`config.mk`:
```
export PLATFORM = sky130hd
export DESIGN_NAME = multirec_acq
export DESIGN_NICKNAME = d
export VERILOG_FILES = /design/src/rtl/acq_pkg.sv /design/src/rtl/acq_ctrl.sv /design/src/rtl/acq_addr.sv /design/src/rtl/acq_mem.sv /design/src/rtl/multirec_acq.sv
export SDC_FILE = /design/constraint.sdc
export NUM_CORES = 1
export LEC_CHECK = 0
export ABC_AREA = 0
export ABC_CLOCK_PERIOD_IN_PS = 7900
export CAP_MARGIN = 10
export CORE_UTILIZATION = 61
export CTS_BUF_LIST = sky130_fd_sc_hd__clkbuf_8
export DETAILED_ROUTE_END_ITERATION = 10
export PLACE_DENSITY = 0.79
export SETUP_SLACK_MARGIN = 0.1
export SYNTH_ARGS = -nofsm -noshare
export SYNTH_HDL_FRONTEND = slang
export SYNTH_HIERARCHICAL = 1
export SYNTH_SLANG_ARGS = --single-unit
```
`constraint.sdc`:
```
create_clock -name clk -period 7.9 [get_ports clk]
set_input_delay 1.185 -clock clk [delete_from_list [all_inputs] [get_ports clk]]
set_output_delay 1.185 -clock clk [all_outputs]
set_load 0.05 [all_outputs]
```
`src/rtl/acq_pkg.sv`:
```
package acq_pkg;
  typedef enum logic [1:0] {
    ST_IDLE = 2'd0,
    ST_CAPT = 2'd1,
    ST_WAIT = 2'd2,
    ST_DONE = 2'd3
  } acq_state_t;
endpackage

```
`src/rtl/acq_ctrl.sv`:
```
module acq_ctrl
  import acq_pkg::*;
#(
  parameter int LEN_W = 8,
  parameter int CNT_W = 8
) (
  input  logic             clk,
  input  logic             rst_n,
  input  logic             start,
  input  logic             adv_trig,
  input  logic [LEN_W-1:0] rec_len,
  input  logic [CNT_W-1:0] rec_count,
  input  logic             smp_fire,
  output acq_state_t       state,
  output logic             eor_pulse,
  output logic             restart
);
  logic [LEN_W-1:0] samp_cnt;
  logic [CNT_W-1:0] rec_idx;
  logic [LEN_W-1:0] eff_len;
  logic [CNT_W-1:0] eff_cnt;
  logic             last_smp;
  logic             last_rec;

  // A zero length or count is treated as one
  assign eff_len  = (rec_len == '0) ? LEN_W'(1) : rec_len;
  assign eff_cnt  = (rec_count == '0) ? CNT_W'(1) : rec_count;
  assign last_smp = (samp_cnt == eff_len - LEN_W'(1));
  assign last_rec = (rec_idx == eff_cnt - CNT_W'(1));
  assign restart  = start && (state == ST_IDLE || state == ST_DONE);

  always_ff @(posedge clk) begin
    if (!rst_n) begin
      state     <= ST_IDLE;
      samp_cnt  <= '0;
      rec_idx   <= '0;
      eor_pulse <= 1'b0;
    end else begin
      eor_pulse <= 1'b0;
      unique case (state)
        ST_IDLE, ST_DONE: begin
          if (restart) begin
            state    <= ST_CAPT;
            samp_cnt <= '0;
            rec_idx  <= '0;
          end
        end
        ST_CAPT: begin
          if (smp_fire) begin
            if (last_smp) begin
              samp_cnt  <= '0;
              eor_pulse <= 1'b1;
              if (last_rec) begin
                state <= ST_DONE;
              end else begin
                state   <= ST_WAIT;
                rec_idx <= rec_idx + CNT_W'(1);
              end
            end else begin
              samp_cnt <= samp_cnt + LEN_W'(1);
            end
          end
        end
        ST_WAIT: begin
          if (adv_trig) state <= ST_CAPT;
        end
        default: state <= ST_IDLE;
      endcase
    end
  end
endmodule

```
`src/rtl/acq_addr.sv`:
```
module acq_addr #(
  parameter int AW = 6
) (
  input  logic          clk,
  input  logic          rst_n,
  input  logic          clear,
  input  logic          advance,
  output logic [AW-1:0] wr_addr
);
  always_ff @(posedge clk) begin
    if (!rst_n || clear) wr_addr <= '0;
    else if (advance)    wr_addr <= wr_addr + AW'(1);
  end
endmodule

```
`src/rtl/acq_mem.sv`:
```
module acq_mem #(
  parameter int CH    = 8,
  parameter int DEPTH = 64,
  parameter int AW    = 6
) (
  input  logic          clk,
  input  logic          we,
  input  logic [AW-1:0] wr_addr,
  input  logic [CH-1:0] wr_data,
  input  logic [CH-1:0] chan_en,
  input  logic [AW-1:0] rd_addr,
  output logic [CH-1:0] rd_data
);
  logic [CH-1:0] mem [DEPTH];
  logic [CH-1:0] masked;

  for (genvar c = 0; c < CH; c++) begin : g_mask
    assign masked[c] = wr_data[c] & chan_en[c];
  end

  always_ff @(posedge clk) begin
    if (we) mem[wr_addr] <= masked;
    rd_data <= mem[rd_addr];
  end
endmodule

```
`src/rtl/multirec_acq.sv`:
```
module multirec_acq
  import acq_pkg::*;
#(
  parameter int CH    = 8,
  parameter int DEPTH = 64,
  parameter int LEN_W = 8,
  parameter int CNT_W = 8,
  localparam int AW   = $clog2(DEPTH)
) (
  input  logic             clk,
  input  logic             rst_n,
  input  logic             start,
  input  logic             adv_trig,
  input  logic [LEN_W-1:0] rec_len,
  input  logic [CNT_W-1:0] rec_count,
  input  logic [CH-1:0]    chan_en,
  input  logic             smp_valid,
  input  logic [CH-1:0]    smp_data,
  output logic             smp_ready,
  output logic             eor_pulse,
  output logic             done,
  input  logic [AW-1:0]    rd_addr,
  output logic [CH-1:0]    rd_data
);
  acq_state_t    state;
  logic          restart;
  logic          smp_fire;
  logic [AW-1:0] wr_addr;

  assign smp_ready = (state == ST_CAPT);
  assign done      = (state == ST_DONE);
  assign smp_fire  = smp_valid && smp_ready;

  acq_ctrl #(.LEN_W(LEN_W), .CNT_W(CNT_W)) u_ctrl (
    .clk(clk), .rst_n(rst_n), .start(start), .adv_trig(adv_trig),
    .rec_len(rec_len), .rec_count(rec_count), .smp_fire(smp_fire),
    .state(state), .eor_pulse(eor_pulse), .restart(restart)
  );

  acq_addr #(.AW(AW)) u_addr (
    .clk(clk), .rst_n(rst_n), .clear(restart), .advance(smp_fire),
    .wr_addr(wr_addr)
  );

  acq_mem #(.CH(CH), .DEPTH(DEPTH), .AW(AW)) u_mem (
    .clk(clk), .we(smp_fire), .wr_addr(wr_addr), .wr_data(smp_data),
    .chan_en(chan_en), .rd_addr(rd_addr), .rd_data(rd_data)
  );
endmodule

```
==> flow_summary.toml <==
[run_status]
status = "finished clean"

[power]
pwr-share-clk_pct = 38.4
p_int_mw = 4.437
pwr-share-comb_pct = 5.8
vdd_drop_max_mv = 0.1307
power_switching_mw = 1.249
p_total_mw = 5.687
sequentialPowerShare_pct = 55.8
swShare_pct = 21.97
powerDensity_nw_per_um2 = 232.0
leakagePower_nw = 7.279

[timing]
skew_ns = 0.02668
period_share_pct = 55.19
finalHoldViolations = 0
worst_pin_slew_ns = 1.237
drv_slew = 0
fin_crit_ns = 4.360
whs_ns = 0.5192
setup_viol = 0
rsz0062_at_grt = "no"
relSlewSlack_pct = 17.51
finalSetupTns_ns = 0
fin_ws_ns = 3.540
max_freq_ghz = 0.2294

[setup_path]
path_class = "in2reg"
end_kind = "flop"
path_cells = "clkdlybuf4s50_1 > nor3_1 > a31oi_1 > ha_1 > xnor2_1 > xnor2_1 > o2111ai_1 > nor4_1 > nor3_2 > and3_1 > or3_1"
critPathSlowestCell = "nor4_1"
ff2ff_setup_slack_ns = 4.98
worstPathRequired_ns = 8.39
crit_path_max_incr_delay_ns = 0.86
startpoint_type = "primary input"
cp_max_fo = 9
critPathMostFrequentCell = "xnor2_1"
reg2reg_depth = 7
r2r-end = "u_ctrl/rec_idx[4]$_SDFFE_PN0P_"
reg2reg_from = "u_ctrl/rec_idx[5]$_SDFFE_PN0P_"
arrival_ns = 4.85

[grt]
grt-ovfl-total = 0
grt_max_degree = 78
antenna_found_initial = 1
grt_use_total_pct = 26.34
grt_pass1_vias = 11580
grt_pass1_wl_mm = 70.33

[worst_hold_path]
hold_class = "reg2reg"
worstHoldEndpoint = "u_ctrl/state[1]$_SDFFE_PN0P_"
hold_path_startpoint = "u_ctrl/state[1]$_SDFFE_PN0P_"
hold_depth = 2

[finish]
design_area_um2 = 24510
syn2layout_area_growth_pct = 11.25
final_cells = 1810
diodes = 0
drive_gt1_share_pct = 20.16
nets = 1336
fin_util_pct = 68.92

[synth]
synth_edf_count = 512
synth.area.top_cells = "edfxtp_1 70%, mux4_2 12%, dfxtp_1 3.0%"
yosys.area.top_type = "edfxtp_1"
syn_inst = 1190
synth.avg_cell_area_um2 = 18.52
synth_area_um2 = 22030
synth.yosys.seq_area_share_pct = 72.77
post_synth_num_cell_types = 67
ys.flop_type = "edfxtp_1"
synth_top_area_share_pct = 69.77
yosysWarnings = 6
synthesis.nets = 1240
post-synth-top-count-cell = "edfxtp_1"
synth_seq_cells = 545
ys_async_sr_fraction_pct = 0
synth_common_cells = "512 x edfxtp_1, 122 x mux4_2, 97 x nor2_1"

[flow_run]
cap_violations = 0

[floorplanning]
die_x_um = 192.1
placementRows = 69
die_h_um = 192.1
dieArea_um2 = 36890
core_um2 = 35570
boundaryPins = 54
start_util_pct = 61.95

[routing]
drt_iter0_markers = 1444
wirelength_mm = 46.86
wl_per_cell_um = 25.89
ant_nets = 0
avgViaCountPerCell = 6.566
drt_pass1_iterations = 5
drc = 0
num_vias = 11890

[clock_network]
postCtsSetupBuffers = 0
cts-buffers-inserted = 82
cts_root_buf = "clkbuf_8"
cts_tree = "yes"
cts.sinks = 545
ctsResizeCount = 0
cts_max_level = 3
clk_pin_slew_ns = 0.07
clk_latency_ns = 0.62
cts_max_path_buffers = 3
cts.hold.buffers_added = 0

[placement]
dp_hpwl_mm = 27.67
numPortBuffers = 53
place_area_um2 = 22920
gp_congestion = 0.8107
post-place-ws_ns = 3.084
place_inst = 1662
## area by class of cell
class | instances | area (um2)
clock inverters | 57 | 324.1
flip-flops and latches | 545 | 16040
well taps | 461 | 576.8
inverters | 14 | 52.55
fillers | 2237 | 11050
clock buffers | 90 | 1239
multi-input cells | 575 | 5615
repair buffers | 68 | 671.9
## worst max path at each step
| stage | startpoint | endpoint | slack (ns) | cells past startpoint |
|---|---|---|---|---|
| detailed placement | rec_count[2] | u_ctrl/rec_idx[4]$_SDFFE_PN0P_ | 3.08 | 11 |
| global placement | rec_count[2] | u_ctrl/rec_idx[4]$_SDFFE_PN0P_ | 3.26 | 11 |
| finish | rec_count[2] | u_ctrl/rec_idx[4]$_SDFFE_PN0P_ | 3.54 | 11 |
| CTS | rec_count[2] | u_ctrl/rec_idx[4]$_SDFFE_PN0P_ | 3.70 | 11 |
| floorplan | rec_count[2] | u_ctrl/rec_idx[4]$_SDFFE_PN0P_ | 4.20 | 10 |
| global route | rec_count[2] | u_ctrl/rec_idx[4]$_SDFFE_PN0P_ | 3.32 | 11 |
## power by group through the flow
stage          Clock (mW)  Sequential, mW  Combinational [mW]
2_1_floorplan           0            3.25               0.196
3_3_place_gp            0            3.23               0.317
3_5_place_dp            0            3.23               0.327
4_1_cts              2.22            3.17               0.328
5_1_grt              2.35            3.17               0.350
6_report             2.19            3.17               0.330
## sequential cells by signal, summed over array words and instances, names as in the netlist
signal	cells
u_ctrl/rec_idx	8
u_mem/mem	512
u_ctrl/samp_cnt	8
u_ctrl/eor_pulse	1
u_addr/wr_addr	6
u_ctrl/state	2
u_mem/rd_data	8
## cells by family after synthesis
logic type	count (synthesis)	synth area share (%)
adders and majority gates	7	0.3975
DFF	545	72.77
and+or+nand+nor	271	6.343
muxes	140	13.29
xor gates and xnor gates	28	1.113
AOI/OAI and AO/OA	129	4.298
buffers and inverters	70	1.789
## worst max-delay path, delay by kind of cell
family | cells | cell delay [ns]
adder cells (fa/ha/maj) | 1 | 0.30
AO/OA/AOI/OAI | 2 | 0.36
buffers and inverters | 1 | 0.49
XOR/XNOR | 2 | 0.36
AND/OR/NAND/NOR | 5 | 2.15
## routing by layer
layer | vias up | wire (um) | track usage [%]
met5 | - | 12 | 0
met4 | 2 | 1258 | 9.237
met3 | 95 | 4479 | 5.445
met2 | 666 | 22350 | 40.31
met1 | 6051 | 18760 | 38.16
li1 | 5071 | - | -
## layout by cell type, fill, tap and decap left out, drive strengths merged, types with 5 or more instances in the layout
| master | count |
|---|---|
| a211oi | 7 |
| nand2 | 31 |
| and2 | 12 |
| a21oi | 12 |
| ha | 7 |
| o31ai | 6 |
| nor3 | 19 |
| edfxtp | 512 |
| xor2 | 15 |
| clkinv | 27 |
| a211o | 5 |
| mux2i | 18 |
| xnor2 | 13 |
| o21ai | 12 |
| o21a | 7 |
| o22ai | 22 |
| inv | 39 |
| a31oi | 11 |
| a221oi | 7 |
| nor2 | 97 |
| or2 | 6 |
| nand3 | 22 |
| a2111oi | 6 |
| dfxtp | 33 |
| nand4 | 10 |
| nor2b | 17 |
| mux4 | 122 |
| buf | 17 |
| a22oi | 10 |
| nand2b | 12 |
| nand3b | 13 |
| or3 | 7 |
| o221ai | 9 |
| clkdlybuf4s50 | 50 |
| clkbuf | 91 |
No activity file was read; power rests on OpenSTA's default activity.
